[config.mk]
export PLATFORM = sky130hd
export DESIGN_NAME = spi_regacc
export DESIGN_NICKNAME = d
export VERILOG_FILES = /design/src/rtl/spi_regacc_pkg.sv /design/src/rtl/spi_regacc_shift.sv /design/src/rtl/spi_regacc_ctrl.sv /design/src/rtl/spi_regacc_regs.sv /design/src/rtl/spi_regacc.sv
export SDC_FILE = /design/constraint.sdc
export NUM_CORES = 1
export LEC_CHECK = 0
export ABC_AREA = 1
export BUFFER_PORTS_ARGS = -buffer_cell sky130_fd_sc_hd__buf_2
export CORE_MARGIN = 5
export CORE_UTILIZATION = 30
export CTS_CLUSTER_DIAMETER = 80
export CTS_CLUSTER_SIZE = 28
export DETAILED_ROUTE_END_ITERATION = 7
export GPL_TIMING_DRIVEN = 1
export PLACE_DENSITY = 0.49
export RECOVER_POWER = 25
export SLEW_MARGIN = 20
export SYNTH_ARGS = -nofsm -noshare
export SYNTH_HDL_FRONTEND = slang
export SYNTH_SLANG_ARGS = --single-unit
[constraint.sdc]
create_clock -name clk -period 5.56 [get_ports clk]
set_input_delay 1.668 -clock clk [delete_from_list [all_inputs] [get_ports clk]]
set_output_delay 1.668 -clock clk [all_outputs]
set_load 0.01 [all_outputs]
[src/rtl/spi_regacc_pkg.sv]
package spi_regacc_pkg;

    localparam int BYTE_W  = 8;
    localparam int CNT_W   = $clog2(BYTE_W);
    localparam int REM_W   = CNT_W + 1;
    localparam int DIR_LSB = 6;
    localparam int NUM_LSB = 3;

    typedef logic [BYTE_W-1:0] byte_t;

    typedef enum logic [2:0] {
        PH_CMD   = 3'd0,
        PH_ADDR  = 3'd1,
        PH_WDATA = 3'd2,
        PH_RDATA = 3'd3,
        PH_SKIP  = 3'd4
    } phase_e;

    typedef struct packed {
        logic              sck_q;
        logic [CNT_W-1:0]  bit_cnt;
        logic [BYTE_W-2:0] rx;
        byte_t             tx;
    } shift_s;

    typedef struct packed {
        phase_e            phase;
        logic              is_wr;
        logic              stream;
        logic [REM_W-1:0]  rem;
        byte_t             addr;
    } ctrl_s;

endpackage

[src/rtl/spi_regacc_shift.sv]
module spi_regacc_shift
    import spi_regacc_pkg::*;
(
    input  logic  clk,
    input  logic  rst_n,
    input  logic  sck,
    input  logic  csb,
    input  logic  sdi,
    input  logic  tx_load,
    input  byte_t tx_data,
    output logic  byte_done,
    output byte_t rx_byte,
    output logic  byte_start,
    output logic  sdo_bit
);

    localparam logic [CNT_W-1:0] LAST_BIT = '1;

    shift_s q, d;
    logic   rise, fall;

    always_comb begin
        d      = q;
        rise   = !csb && sck && !q.sck_q;
        fall   = !csb && !sck && q.sck_q;
        d.sck_q = sck;
        if (csb) begin
            d.bit_cnt = '0;
            d.rx      = '0;
            d.tx      = '0;
        end else begin
            if (rise) begin
                d.rx      = {q.rx[BYTE_W-3:0], sdi};
                d.bit_cnt = q.bit_cnt + 1'b1;
            end
            if (fall) begin
                d.tx = tx_load ? tx_data : {q.tx[BYTE_W-2:0], 1'b0};
            end
        end
    end

    assign byte_done  = rise && (q.bit_cnt == LAST_BIT);
    assign rx_byte    = {q.rx, sdi};
    assign byte_start = fall && (q.bit_cnt == '0);
    assign sdo_bit    = q.tx[BYTE_W-1];

    always_ff @(posedge clk or negedge rst_n) begin
        if (!rst_n) q <= '0;
        else        q <= d;
    end

endmodule

[src/rtl/spi_regacc_ctrl.sv]
module spi_regacc_ctrl
    import spi_regacc_pkg::*;
(
    input  logic  clk,
    input  logic  rst_n,
    input  logic  csb,
    input  logic  byte_done,
    input  byte_t rx_byte,
    input  logic  byte_start,
    output logic  wr_en,
    output byte_t wr_addr,
    output byte_t wr_data,
    output byte_t rd_addr,
    output logic  tx_load,
    output logic  rd_active
);

    localparam logic [REM_W-1:0] REM_FULL = REM_W'(BYTE_W);
    localparam logic [REM_W-1:0] REM_ONE  = REM_W'(1);

    ctrl_s            q, d;
    logic [1:0]       cmd_dir;
    logic [CNT_W-1:0] cmd_num;

    assign cmd_dir = rx_byte[DIR_LSB +: 2];
    assign cmd_num = rx_byte[NUM_LSB +: CNT_W];

    always_comb begin
        d         = q;
        wr_en     = 1'b0;
        wr_addr   = q.addr;
        wr_data   = rx_byte;
        rd_addr   = q.addr;
        rd_active = (q.phase == PH_RDATA);
        tx_load   = byte_start && (q.phase == PH_RDATA);
        if (csb) begin
            d = '0;
        end else if (byte_done) begin
            case (q.phase)
                PH_CMD: begin
                    d.phase  = PH_ADDR;
                    d.is_wr  = 1'b0;
                    d.stream = 1'b0;
                    d.rem    = {1'b0, cmd_num};
                    case (cmd_dir)
                        2'b10: begin
                            d.is_wr = 1'b1;
                            if (cmd_num == '0) d.rem = REM_FULL;
                        end
                        2'b11: begin
                            if (cmd_num == '0) begin
                                d.is_wr  = 1'b1;
                                d.stream = 1'b1;
                            end else begin
                                d.phase = PH_SKIP;
                            end
                        end
                        2'b01:   d.stream = (cmd_num == '0);
                        default: d.phase  = PH_SKIP;
                    endcase
                end
                PH_ADDR: begin
                    d.addr  = rx_byte;
                    d.phase = q.is_wr ? PH_WDATA : PH_RDATA;
                end
                PH_WDATA, PH_RDATA: begin
                    wr_en  = (q.phase == PH_WDATA);
                    d.addr = q.addr + 1'b1;
                    if (!q.stream) begin
                        d.rem = q.rem - 1'b1;
                        if (q.rem == REM_ONE) d.phase = PH_SKIP;
                    end
                end
                default: ;
            endcase
        end
    end

    always_ff @(posedge clk or negedge rst_n) begin
        if (!rst_n) q <= '0;
        else        q <= d;
    end

endmodule

[src/rtl/spi_regacc_regs.sv]
module spi_regacc_regs
    import spi_regacc_pkg::*;
#(
    parameter int NUM_REGS = 128
) (
    input  logic  clk,
    input  logic  rst_n,
    input  logic  wr_en,
    input  byte_t wr_addr,
    input  byte_t wr_data,
    input  byte_t rd_addr,
    output byte_t rd_data
);

    localparam int              IDX_W = (NUM_REGS > 1) ? $clog2(NUM_REGS) : 1;
    localparam logic [BYTE_W:0] LIMIT = (BYTE_W+1)'(NUM_REGS);

    byte_t mem_q [NUM_REGS];

    for (genvar i = 0; i < NUM_REGS; i++) begin : g_reg
        byte_t mem_d;
        always_comb begin
            mem_d = mem_q[i];
            if (wr_en && ({1'b0, wr_addr} == (BYTE_W+1)'(i))) mem_d = wr_data;
        end
        always_ff @(posedge clk or negedge rst_n) begin
            if (!rst_n) mem_q[i] <= '0;
            else        mem_q[i] <= mem_d;
        end
    end

    assign rd_data = ({1'b0, rd_addr} < LIMIT) ? mem_q[rd_addr[IDX_W-1:0]] : '0;

endmodule

[src/rtl/spi_regacc.sv]
module spi_regacc
    import spi_regacc_pkg::*;
#(
    parameter int NUM_REGS = 128
) (
    input  logic clk,
    input  logic rst_n,
    input  logic sck,
    input  logic csb,
    input  logic sdi,
    output logic sdo,
    output logic sdo_en
);

    logic  byte_done, byte_start, tx_load, rd_active, sdo_bit;
    logic  reg_we;
    byte_t rx_byte, reg_waddr, reg_wdata, reg_raddr, reg_rdata;

    spi_regacc_shift u_shift (
        .clk        (clk),
        .rst_n      (rst_n),
        .sck        (sck),
        .csb        (csb),
        .sdi        (sdi),
        .tx_load    (tx_load),
        .tx_data    (reg_rdata),
        .byte_done  (byte_done),
        .rx_byte    (rx_byte),
        .byte_start (byte_start),
        .sdo_bit    (sdo_bit)
    );

    spi_regacc_ctrl u_ctrl (
        .clk        (clk),
        .rst_n      (rst_n),
        .csb        (csb),
        .byte_done  (byte_done),
        .rx_byte    (rx_byte),
        .byte_start (byte_start),
        .wr_en      (reg_we),
        .wr_addr    (reg_waddr),
        .wr_data    (reg_wdata),
        .rd_addr    (reg_raddr),
        .tx_load    (tx_load),
        .rd_active  (rd_active)
    );

    spi_regacc_regs #(.NUM_REGS(NUM_REGS)) u_regs (
        .clk     (clk),
        .rst_n   (rst_n),
        .wr_en   (reg_we),
        .wr_addr (reg_waddr),
        .wr_data (reg_wdata),
        .rd_addr (reg_raddr),
        .rd_data (reg_rdata)
    );

    assign sdo_en = rd_active && !csb;
    assign sdo    = sdo_en && sdo_bit;

endmodule

## Word-level counts from Yosys, hierarchy flattened

Cells that the tools add are included.

- Flip-flop bits (word level): 1060
- Input bits: 5
- Output and inout port bits: 2
- Logic and storage cells: 465

- $add $sub $neg: 3
- $lt $le $gt $ge: 2
- Equal/unequal tests: 137
- Mux-type cells: 28
- Bitwise logic cells: 1
- Reductions and logical operators: 157

Operators by type and width:

| operator | number |
|---|---|
| 8-bit by 7-bit equality test with 1-bit output (second input constant) | 64 |
| 8-bit by 6-bit equality test with 1-bit output (second input constant) | 32 |
| 1-bit logical AND | 137 |
| 8-bit by 5-bit equality test with 1-bit output (second input constant) | 16 |
| 8-bit by 4-bit equality test with 1-bit output (second input constant) | 8 |
| 8-bit binary-select mux with 7-bit select | 1 |
| 8-bit 2-to-1 mux | 5 |
| 17-bit 2-to-1 mux | 2 |
| 8-bit by 3-bit equality test with 1-bit output (second input constant) | 4 |
| 18-bit 2-to-1 mux | 1 |
| 8-bit by 2-bit equality test with 1-bit output (second input constant) | 2 |
| 8-bit case mux with 2 select lines | 1 |
| 4-bit 2-to-1 mux | 3 |
| 10-bit 2-to-1 mux | 1 |
| 3-bit logical NOT | 3 |
| 3-bit 2-to-1 mux | 3 |
| 3-bit case mux with 3 select lines | 1 |
| 8-bit by 1-bit adder with 8-bit output (second input constant) | 1 |
| 8-bit by 1-bit equality test with 1-bit output (second input constant) | 1 |
| 8-bit >= comparator (second input constant) | 1 |
| 8-bit logical NOT | 1 |
| 8-bit < comparator (second input constant) | 1 |
| 7-bit NOT with 8-bit output | 1 |
| 4-bit case mux with 2 select lines | 1 |
| 22 further kinds | 37 |

## Depth between registers and ports, before layout

- Depth after elaboration: 8
- Mapped depth: 19
- Mapped depth without buffers: 15

## Hierarchy

A second synthesis with hierarchy kept.

- Cell total of the unflattened synthesis: 6217
- Area, all modules: 49273.5 µm²

By module, submodules not included:

| module | times used | cells each | area an instance (µm²) | seq. area each (µm²) |
|---|---|---|---|---|
| spi_regacc_regs | 1 | 5873 | 46801.1 | 25624.6 |
| spi_regacc_ctrl | 1 | 215 | 1477.7 | 425.4 |
| spi_regacc_shift | 1 | 124 | 970.9 | 475.5 |
| spi_regacc | 1 | 5 | 23.8 | 0.0 |

## Worst setup path after synthesis

No wires, ideal clock.

- Path kind: input to output
- Start: input csb
- End: output sdo
- Data arrival time: 2.608 ns
- Required time: 3.892 ns
- Slack: 1.284 ns
- Cell stages on the path: 5
- Path buffers: 2
- Path through: buf_4 -> nor2_1 -> inv_1 -> clkbuf_1 -> nor3_1

- Cells in the longest elaborated chain, start to end: 3

Ends and longest elaborated chain:

| what | line | RTL |
|---|---|---|
| start: declaration | spi_regacc.sv:9 | `input logic csb,` |
| 1-bit logical NOT | spi_regacc.sv:58 | `assign sdo_en = rd_active && !csb;` |
| 1-bit logical AND | spi_regacc.sv:58 |  |
| 1-bit logical AND | spi_regacc.sv:59 | `assign sdo = sdo_en && sdo_bit;` |
| end: declaration | spi_regacc.sv:11 | `output logic sdo,` |

No other way between the ends.

## Final worst setup path

Same ends and word-level chain as after synthesis.

==> impl_metrics.toml <==
[synthesis]
ys_seq_area_frac = 0.490
netlist_instances = 7095
yosys.area.top_type = "dfrtp_1"
synth.net_count = 7113
synth_edf_count = 0
synthTopCellsByArea = "dfrtp_1 (49%), nand2_1 (21%), o21ai_1 (7.2%)"
netlist_area_um2 = 54100
ys_types = 38
async_reset_ff_frac = 1.00
synth_flop_cell = "dfrtp_1"
ys_seq_elements = 1060
avgSynthCellArea_um2 = 7.63
ys.warnings.count = 0
synth_most_common_cell = "nand2_1"
synth_top_area_frac = 0.490
synth_commonest_cells = "nand2_1 (3016), dfrtp_1 (1060), o21ai_1 (779)"

[power]
peakVddDrop_v = 0.000360
power_mw = 14.7
p_per_area_nw_per_um2 = 255
leakage_nw = 26.9

[timing]
finalHoldWorstSlack_ns = 0.489
finalClockSkew_ns = 0.0417
post-route-min-period_ns = 4.51
finalSetupViolations = 0
hold_violations = 0
max-slew-margin-rel = -1.04
slew_violations = 473
max_freq_ghz = 0.222
fin_tns_setup_ns = 0
rsz0062_at_grt = "no"
fin_crit_sh = 0.811
worst_pin_slew_ns = 3.06

[critical_path]
start_kind = "input pin"
cp_data_arrival_time_ns = 2.84
crit_fanout = 11
slowest_stage = "nor2_1"
critPathCaptureType = "primary output"
cpMostUsedCell = "buf_2"
crit_type = "input pin to primary output"
crit_required_ns = 3.89
worstPathCellList = "buf_2 -> nor2_1 -> inv_1 -> nor3_1 -> buf_2"
max_stage_delay_ns = 0.33

[clock_tree]
cts_tree = "built"
clk_latency_ns = 0.75
cts-hold-fix-buffers = 0
cts_inserted_buffers = 59
cts_sinks = 1060
clockBufferDepth = 3
cts-htree-levels = 2
cts_resized = 0
root_buffer = "clkbuf_16"
postCtsSetupRepairBufs = 0
clk_pin_slew_worst_paths_ns = 0.08

[floorplan]
initial_core_util = 0.302
die_h_um = 435
die_x_um = 435
ioPinCount = 7
dieArea_um2 = 189000
core_um2 = 179000
rows = 155

[run_status]
status = "finished, violations left"
violations = "capacitance limit, slew limit"

[cells_and_area]
post-route-cell-area_um2 = 57400
area_growth_pct = 5.99
nets = 6766
fin_util = 0.320
drive_above_1_share = 0.0518

[global_routing]
track_usage = 0.167
grt_pass1_vias = 41493
grt_max_degree = 154
grt_pass1_wl_um = 254000
antenna_found_initial = 1
grt.overflow.total = 0

[drt]
wire_per_inst_um = 17.6
drt_pass1_iterations = 5
drt_iter0_markers = 3932
ant_nets = 0
drc_errors = 0
via_per_inst = 4.74
num_vias = 43399
drt_wl_total_um = 161000

[placed_design]
place.port_buffers = 6
dp_hpwl_um = 92800
post_dp_cell_area_um2 = 55300
gp_congestion = 0.784

[worst_hold_path]
hold_path_class = "flop to flop"

[run]
drv_cap = 7
==> layer usage <==
metal  track usage  share of wire
met5             0              0
met4        0.0390          0.023
met3        0.0203          0.043
met2         0.272           0.46
met1         0.239           0.48
==> layout by cell type (no fill, tap or decap), types with 3 or more instances in the layout <==
cell and instances:
o21ai_2 5, clkbuf_1 15, ha_1 9, clkinv_4 4, nand3_1 313, nor2_1 221, o21ai_0 330, buf_2 4
clkbuf_16 59, inv_12 4, clkbuf_8 3, inv_2 8, nor2_8 3, ha_4 4, o22ai_1 9, nand2_2 14
o32ai_1 7, nand2_1 3016, buf_12 21, inv_6 16, o21ai_1 779, inv_8 14, clkinv_1 3, clkbuf_2 3
nor3_1 5, nand4_2 22, dfrtp_1 1058, a21oi_1 12, inv_1 655, clkinv_8 10, buf_4 41, nand4_4 89
nor2_4 11
==> worst max-delay path: cells and delay by family <==
family	cells	cell delay (ns)
buffers and inverters	3	0.63
AND/OR/NAND/NOR	2	0.54
==> path summary, 6_finish.rpt <==
check,from,end,slack (ns),cells past startpoint
min,u_regs.mem_q[221],u_regs.mem_q[221],0.49,2
min reg2reg,u_regs.mem_q[221],u_regs.mem_q[221],0.49,2
max in group asynchronous,rst_n,u_regs.mem_q[171],1.25,2
max,csb,sdo,1.05,5
min in group asynchronous,rst_n,u_regs.mem_q[325],0.89,1
max reg2reg,u_ctrl.rd_addr[0],u_shift.q[4],1.89,15
==> registers in the layout (all words and copies together), names as in the netlist <==
register	flops
u_ctrl.q	9
u_ctrl.rd_addr	8
u_regs.mem_q	1024
u_shift.q	11
u_shift.rx_byte	7
u_shift.sdo_bit	1
==> power breakdown <==
| group | switching (mW) | leakage, nW | internal (mW) | total, mW |
|---|---|---|---|---|
| Sequential | 0.0235 | 14.8 | 7.71 | 7.73 |
| Combinational | 1.17 | 11.1 | 0.324 | 1.50 |
| Clock | 3.15 | 1.04 | 2.27 | 5.42 |
==> kinds of logic (layout without fill, tap and decap cells) <==
| kind of cell | Yosys count | count (layout) | share of synthesized area |
|---|---|---|---|
| XOR/XNOR | 2 | 2 | 0.000324 |
| flip-flops | 1060 | 1060 | 0.490 |
| other | 0 | 1 | 0 |
| AND/OR/NAND/NOR | 3701 | 3701 | 0.300 |
| buffers and inverters | 1169 | 871 | 0.0990 |
| adder cells (fa/ha/maj) | 13 | 13 | 0.00301 |
| AO/OA/AOI/OAI | 1150 | 1150 | 0.108 |
==> cell type report <==
| cell class | instances | area (um2) |
|---|---|---|
| inverters | 677 | 2600 |
| fillers | 19331 | 122000 |
| well taps | 2355 | 2950 |
| repair buffers | 84 | 831 |
| diodes | 1 | 2.50 |
| clock buffers | 63 | 1520 |
| clock inverters | 47 | 623 |
| flip-flops and latches | 1060 | 26500 |
| multi-input cells | 4866 | 22300 |
==> per-stage QoR <==
stage | setup slack (ns) | instances
floorplan | 1.28 | 7095
global placement | 1.13 | 9042
detailed placement | 1.06 | 9042
CTS | 1.04 | 9152
global route | 0.644 | 9153
finish | 1.05 | 9153
Note: power is estimated with default switching activity, not from simulation.
